--- src/rtl/pw_pkg.sv ---
package pw_pkg;

   typedef enum logic [2:0] {
      PW_ADDW = 3'd0,
      PW_SUBW = 3'd1,
      PW_CMPW = 3'd2,
      PW_INCW = 3'd3,
      PW_DECW = 3'd4,
      PW_LDW  = 3'd5,
      PW_RSV6 = 3'd6,
      PW_RSV7 = 3'd7
   } pw_op_e;

   typedef enum logic [1:0] {
      SQ_IDLE = 2'd0,
      SQ_LO   = 2'd1,
      SQ_HI   = 2'd2
   } pw_seq_e;

   // flag vector order: N V H Z C (bit 4 .. bit 0)
   typedef struct packed {
      logic n;
      logic v;
      logic h;
      logic z;
      logic c;
   } pw_flags_t;

   localparam int PW_FLAG_W = 5;

endpackage

--- src/rtl/pw_word_core.sv ---
module pw_word_core
   import pw_pkg::*;
#(
   parameter bit SPLIT_ADD = 1'b1,
   parameter int WORD_W    = 16
) (
   input  pw_op_e               op,
   input  logic [WORD_W-1:0]    pair,
   input  logic [WORD_W-1:0]    mword,
   output logic [WORD_W-1:0]    res,
   output pw_flags_t            flg,
   output logic [PW_FLAG_W-1:0] flg_we,
   output logic                 pair_we,
   output logic                 mem_we
);
   localparam int HALF_W = WORD_W / 2;

   logic [WORD_W-1:0] xa;
   logic [WORD_W-1:0] yb;
   logic              cin;
   logic [WORD_W:0]   sum;

   // operand steering: every operation is one add with carry-in
   always_comb begin
      xa  = pair;
      yb  = '0;
      cin = 1'b0;
      unique case (op)
         PW_ADDW: begin
            xa = pair;
            yb = mword;
         end
         PW_SUBW, PW_CMPW: begin
            xa  = pair;
            yb  = ~mword;
            cin = 1'b1;
         end
         PW_INCW: begin
            xa  = mword;
            cin = 1'b1;
         end
         PW_DECW: begin
            xa = mword;
            yb = '1;
         end
         PW_LDW: begin
            xa = '0;
            yb = mword;
         end
         default: begin
            xa = pair;
         end
      endcase
   end

   generate
      if (SPLIT_ADD) begin : g_split
         logic [HALF_W:0] lo_s;
         logic [HALF_W:0] hi_s;
         assign lo_s = {1'b0, xa[HALF_W-1:0]} + {1'b0, yb[HALF_W-1:0]}
                     + {{HALF_W{1'b0}}, cin};
         assign hi_s = {1'b0, xa[WORD_W-1:HALF_W]} + {1'b0, yb[WORD_W-1:HALF_W]}
                     + {{HALF_W{1'b0}}, lo_s[HALF_W]};
         assign sum  = {hi_s, lo_s[HALF_W-1:0]};
      end else begin : g_flat
         assign sum = {1'b0, xa} + {1'b0, yb} + {{WORD_W{1'b0}}, cin};
      end
   endgenerate

   logic c_into_msb;
   assign c_into_msb = xa[WORD_W-1] ^ yb[WORD_W-1] ^ sum[WORD_W-1];

   assign res   = sum[WORD_W-1:0];
   assign flg.n = sum[WORD_W-1];
   assign flg.z = (sum[WORD_W-1:0] == '0);
   assign flg.c = sum[WORD_W];
   assign flg.v = sum[WORD_W] ^ c_into_msb;
   assign flg.h = xa[WORD_W-4] ^ yb[WORD_W-4] ^ sum[WORD_W-4];

   always_comb begin
      flg_we  = '0;
      pair_we = 1'b0;
      mem_we  = 1'b0;
      unique case (op)
         PW_ADDW, PW_SUBW: begin
            flg_we  = 5'b11111;
            pair_we = 1'b1;
         end
         PW_CMPW: flg_we = 5'b10011;
         PW_INCW, PW_DECW: begin
            flg_we = 5'b10010;
            mem_we = 1'b1;
         end
         PW_LDW: begin
            flg_we  = 5'b10010;
            pair_we = 1'b1;
         end
         default: begin
            flg_we = '0;
         end
      endcase
   end

endmodule

--- src/rtl/pw_seq.sv ---
module pw_seq
   import pw_pkg::*;
(
   input  logic clk,
   input  logic rst_n,
   input  logic start,
   output logic accept,
   output logic busy,
   output logic ph_lo,
   output logic ph_hi,
   output logic fin
);
   pw_seq_e state_q;
   pw_seq_e state_d;

   assign accept = (state_q == SQ_IDLE) && start;
   assign busy   = (state_q != SQ_IDLE);
   assign ph_lo  = (state_q == SQ_LO);
   assign ph_hi  = (state_q == SQ_HI);

   always_comb begin
      state_d = state_q;
      unique case (state_q)
         SQ_IDLE: if (start) state_d = SQ_LO;
         SQ_LO:   state_d = SQ_HI;
         SQ_HI:   state_d = SQ_IDLE;
         default: state_d = SQ_IDLE;
      endcase
   end

   always_ff @(posedge clk or negedge rst_n) begin
      if (!rst_n) begin
         state_q <= SQ_IDLE;
         fin     <= 1'b0;
      end else begin
         state_q <= state_d;
         fin     <= (state_q == SQ_HI);
      end
   end

endmodule

--- src/rtl/pw_addr.sv ---
module pw_addr #(
   parameter int ADDR_W = 16,
   parameter int PAGE_W = 8
) (
   input  logic [ADDR_W-PAGE_W-1:0] base,
   input  logic [PAGE_W-1:0]        off,
   input  logic                     hi_sel,
   output logic [ADDR_W-1:0]        addr
);
   logic [PAGE_W-1:0] off_next;

   // carry out of the offset is dropped: the page never changes
   assign off_next = off + {{(PAGE_W-1){1'b0}}, 1'b1};
   assign addr     = {base, (hi_sel ? off_next : off)};

endmodule

--- src/rtl/word_pair_alu.sv ---
module word_pair_alu
   import pw_pkg::*;
#(
   parameter int ADDR_W    = 16,
   parameter int PAGE_W    = 8,
   parameter bit SPLIT_ADD = 1'b1
) (
   input  logic                     clk,
   input  logic                     rst_n,
   input  logic                     start,
   input  logic [2:0]               op,
   input  logic [ADDR_W-PAGE_W-1:0] page,
   input  logic [PAGE_W-1:0]        offset,
   input  logic [15:0]              pair_in,
   output logic                     busy,
   output logic [ADDR_W-1:0]        mem_addr,
   output logic                     mem_rd,
   output logic                     mem_wr,
   output logic [7:0]               mem_wdata,
   input  logic [7:0]               mem_rdata,
   output logic                     done,
   output logic [15:0]              result,
   output logic [4:0]               flag_out,
   output logic [4:0]               flag_we,
   output logic                     pair_we
);
   localparam int BASE_W = ADDR_W - PAGE_W;
   localparam int WORD_W = 16;
   localparam int BYTE_W = WORD_W / 2;

   initial begin
      if (PAGE_W < 2 || PAGE_W >= ADDR_W)
         $fatal(1, "word_pair_alu: PAGE_W must be in 2..ADDR_W-1");
   end

   logic accept, ph_lo, ph_hi, fin;

   pw_seq u_seq (
      .clk    (clk),
      .rst_n  (rst_n),
      .start  (start),
      .accept (accept),
      .busy   (busy),
      .ph_lo  (ph_lo),
      .ph_hi  (ph_hi),
      .fin    (fin)
   );

   // captured operation context
   logic [2:0]        op_q;
   logic [BASE_W-1:0] base_q;
   logic [PAGE_W-1:0] off_q;
   logic [WORD_W-1:0] pair_q;
   logic [BYTE_W-1:0] lo_q;

   always_ff @(posedge clk or negedge rst_n) begin
      if (!rst_n) begin
         op_q   <= '0;
         base_q <= '0;
         off_q  <= '0;
         pair_q <= '0;
         lo_q   <= '0;
      end else begin
         if (accept) begin
            op_q   <= op;
            base_q <= page;
            off_q  <= offset;
            pair_q <= pair_in;
         end
         if (ph_lo) lo_q <= mem_rdata;
      end
   end

   logic [ADDR_W-1:0] addr_w;

   pw_addr #(
      .ADDR_W (ADDR_W),
      .PAGE_W (PAGE_W)
   ) u_addr (
      .base   (base_q),
      .off    (off_q),
      .hi_sel (ph_hi),
      .addr   (addr_w)
   );

   // low phase sees only the low byte; its carry is resolved in the high phase
   logic [WORD_W-1:0]    mword;
   logic [WORD_W-1:0]    core_res;
   pw_flags_t            core_flg;
   logic [PW_FLAG_W-1:0] core_we;
   logic                 core_pwe;
   logic                 core_mwe;

   assign mword = ph_hi ? {mem_rdata, lo_q} : {{BYTE_W{1'b0}}, mem_rdata};

   pw_word_core #(
      .SPLIT_ADD (SPLIT_ADD),
      .WORD_W    (WORD_W)
   ) u_core (
      .op      (pw_op_e'(op_q)),
      .pair    (pair_q),
      .mword   (mword),
      .res     (core_res),
      .flg     (core_flg),
      .flg_we  (core_we),
      .pair_we (core_pwe),
      .mem_we  (core_mwe)
   );

   assign mem_rd    = ph_lo | ph_hi;
   assign mem_addr  = mem_rd ? addr_w : '0;
   assign mem_wr    = mem_rd & core_mwe;
   assign mem_wdata = ph_hi ? core_res[WORD_W-1:BYTE_W] : core_res[BYTE_W-1:0];

   always_ff @(posedge clk or negedge rst_n) begin
      if (!rst_n) begin
         result   <= '0;
         flag_out <= '0;
         flag_we  <= '0;
         pair_we  <= 1'b0;
      end else begin
         flag_we <= ph_hi ? core_we : '0;
         pair_we <= ph_hi & core_pwe;
         if (ph_hi) begin
            result   <= core_res;
            flag_out <= core_flg;
         end
      end
   end

   assign done = fin;

endmodule

--- config.mk ---
export PLATFORM = sky130hd
export DESIGN_NAME = word_pair_alu
export DESIGN_NICKNAME = d
export VERILOG_FILES = /design/src/rtl/pw_pkg.sv /design/src/rtl/pw_word_core.sv /design/src/rtl/pw_seq.sv /design/src/rtl/pw_addr.sv /design/src/rtl/word_pair_alu.sv
export SDC_FILE = /design/constraint.sdc
export NUM_CORES = 1
export LEC_CHECK = 0
export BUFFER_PORTS_ARGS = -buffer_cell sky130_fd_sc_hd__buf_2
export CAP_MARGIN = 20
export CORE_UTILIZATION = 31
export DETAILED_ROUTE_END_ITERATION = 8
export GPL_TIMING_DRIVEN = 0
export MAX_ROUTING_LAYER = met4
export SLEW_MARGIN = 10
export SYNTH_ARGS = -nofsm -noshare
export SYNTH_HDL_FRONTEND = slang
export SYNTH_SLANG_ARGS = --single-unit
export TNS_END_PERCENT = 20
--- constraint.sdc ---
create_clock -name clk -period 14.85 [get_ports clk]
set_clock_uncertainty 0.15 [all_clocks]
set_input_delay 0.7425 -clock clk [delete_from_list [all_inputs] [get_ports clk]]
set_output_delay 0.7425 -clock clk [all_outputs]
set_load 0.02 [all_outputs]
==> impl_metrics.yaml <==
clock_network:
  cts_hold_buf: 0
  postCtsSetupBuffers: 0
  cts_buffers: 9
  cts_tree: "built"
  clk_pin_slew_ns: 0.06
  clk_latency_ns: 0.35
  htree_levels: 3
  cts_sinks: 70
  ctsRootBufferMaster: "clkbuf_16"
  clockBufferDepth: 2
  ctsResizeCount: 0
grt:
  grt-ovfl-total: 0
  grt_first_pass_wirelength_um: 19400
  antenna_found_initial: 1
  grt_pass1_vias: 3730
  grt_max_degree: 37
  track_usage: 0.177
drt:
  drcViolationCount: 0
  drtIter0Drc: 229
  firstDrtPassIters: 5
  wl_per_cell_um: 15.7
  wl_met1_um: 5540
  routed_via_density: 4.94
  routed.top_layer: "met4"
  dr_wl_met2_um: 5300
  totalWireLength_um: 11900
  vias: 3737
  met3_length_um: 855
  ant_nets: 0
critical_path:
  critical_path_class: "register to output port"
  start_kind: "register"
  crit_fanout: 6
  end_kind: "output port"
  cp.required_ns: 13.96
  arrival_ns: 6.21
placed_design:
  dp_hpwl_um: 9280
  placed_area_sq_um: 5280
  place_congestion: 0.881
  io_buffer_count: 100
sta:
  rsz0062_at_grt: "no"
  drv_slew: 0
  hold_ws_ns: 0.189
  tns_ns: 0
  layout_min_cycle_time_ns: 7.10
  setup_viol: 0
  fin_crit_sh: 0.478
  relSlewSlack: 0.582
  hold_viol: 0
  fmax_mhz: 141
  worstMarginPinSlew_ns: 0.626
status:
  status: "finished, final reports clean"
logic_synthesis:
  ys_types: 48
  avgSynthCellArea_sq_um: 9.88
  ys_seq_elements: 70
  syn_inst: 459
  synth_nets: 529
  netlist_area_sq_um: 4530
  synth-seq-area-share: 0.386
  synth_warnings: 0
finish:
  nNetsFinal: 641
  drive_above_1_share: 0.344
  multiInputGateArea_sq_um: 2540
  fill_cells: 1421
  layout.area.seq_sq_um: 1750
  finalInstanceArea_sq_um: 5570
  syn_to_final_growth_pct: 22.8
worst_hold_path:
  hold_class: "primary input to async pin"
die:
  start_util: 0.322
  fp.dieH_um: 123
  core_area_sq_um: 14100
  die-area_sq_um: 15100
  rows: 43
  io_pins: 101
  dieWidth_um: 123
run:
  max_cap_viol_count: 0
metal layers:
layer | global-route usage | vias to the layer above
met2 | 0.264 | 151
met1 | 0.227 | 1739
met3 | 0.0540 | 19
met5 | - | -
met4 | 0.0587 | 0
li1 | - | 1828
Yosys cell counts, drive strengths merged:
library cell / instances / area (sq um)
nor2: 18 / 70.1
xnor2: 25 / 219
clkbuf: 17 / 63.8
a21boi: 3 / 22.5
nor2b: 5 / 31.3
o22ai: 1 / 6.26
nor4: 1 / 6.26
o2bb2ai: 15 / 131
nand4b: 1 / 8.76
and2: 13 / 81.3
o311a: 1 / 10.0
nand4: 5 / 31.3
nand3: 2 / 10.0
a21oi: 25 / 129
a211oi: 2 / 20.0
mux2i: 3 / 30.0
o41a: 1 / 11.3
xor2: 7 / 61.3
fa: 4 / 80.1
and3b: 1 / 8.76
buf: 12 / 65.1
ha: 20 / 250
o31ai: 1 / 12.5
a221o: 1 / 10.0
dfrtp: 70 / 1750
o21ai: 38 / 190
o21bai: 2 / 15.0
o221a: 1 / 11.3
a21o: 4 / 30.0
and3: 3 / 20.0
a31oi: 8 / 50.1
a211o: 1 / 8.76
o22a: 2 / 17.5
inv: 29 / 109
or3: 3 / 18.8
or2: 3 / 18.8
nor3: 2 / 10.0
nand2b: 8 / 50.1
nand2: 37 / 139
mux2: 64 / 724
worst paths after layout:
check,end,start,depth (start not counted),slack (ns)
max reg2reg,flag_out[3],u_seq.state_q[0],25,8.79
max in group asynchronous,result[0],rst_n,2,13.80
max,mem_wdata[6],u_seq.state_q[0],25,7.75
min in group clk,result[1],result[1],1,0.35
min reg2reg,result[1],result[1],1,0.35
min,base_q[2],rst_n,1,0.19
state kept, by name, summed over array words and instances, names as in the netlist, 3 cells and up:
name      flops
base_q        8
flag_out      4
flag_we       3
lo_q          8
off_q         8
op_q          3
pair_q       16
result       16
worst max-delay path: stages, from the launching register on:
cell and delay [ns]:
dfrtp_1 0.40, inv_1 0.13, ha_1 0.19, clkbuf_1 0.36, mux2_2 0.42, nor2_1 0.16, xnor2_1 0.09, a21oi_1 0.15
o2bb2ai_1 0.13, fa_1 0.54, fa_1 0.45, a211oi_2 0.24, o21bai_1 0.12, a21oi_2 0.18, nor2b_1 0.06, o21ai_0 0.14
nand2b_1 0.09, fa_1 0.40, inv_1 0.09, fa_1 0.20, nor2b_1 0.07, o221a_1 0.25, o311a_1 0.32, a31oi_1 0.30
mux2_2 0.23, buf_2 0.16
layout make-up:
| type | instances | share of cell area |
|---|---|---|
| diodes | 1 | 0.000449 |
| plain buffers | 29 | 0.0231 |
| clock buffers | 9 | 0.0404 |
| clock inverters | 7 | 0.0103 |
| inverters | 29 | 0.0196 |
| multi-input cells | 331 | 0.457 |
| flip-flops and latches | 70 | 0.315 |
| well taps | 180 | 0.0404 |
| repair buffers | 101 | 0.0939 |
layout by cell type, fill, tap and decap left out, types with 8 or more instances in the layout:
cell | Yosys | routed
a31oi_1 | 8 | 8
inv_1 | 29 | 29
and2_1 | 13 | 13
buf_2 | 7 | 106
nand2b_1 | 8 | 8
mux2_2 | 63 | 63
nand2_1 | 37 | 37
clkbuf_1 | 17 | 17
a21oi_1 | 24 | 24
o2bb2ai_1 | 15 | 15
xnor2_1 | 25 | 25
clkbuf_16 | 0 | 9
o21ai_0 | 38 | 38
ha_1 | 20 | 20
nor2_1 | 17 | 17
dfrtp_1 | 70 | 70
cells by family (layout without fill, tap and decap cells):
logic type,after synthesis,in the layout,share of synthesized area
DFF,70,70,0.386
other,0,1,0
buffers and inverters,58,175,0.0524
xor gates and xnor gates,32,32,0.0618
adders and majority gates,24,24,0.0728
and+or+nand+nor,102,102,0.111
muxes,67,67,0.166
AOI/OAI and AO/OA,106,106,0.149
metrics by stage:
step                utilization  std cells  setup WS (ns)
global route              0.395        757           7.45
finish                    0.395        757           7.75
floorplan                     -        459           8.93
CTS                       0.395        756           7.75
detailed placement        0.375        740           8.17
global placement          0.373        739           8.30
Power is not shown: default switching activity piles up to over one toggle a cycle in this logic, so the estimate is an artifact.
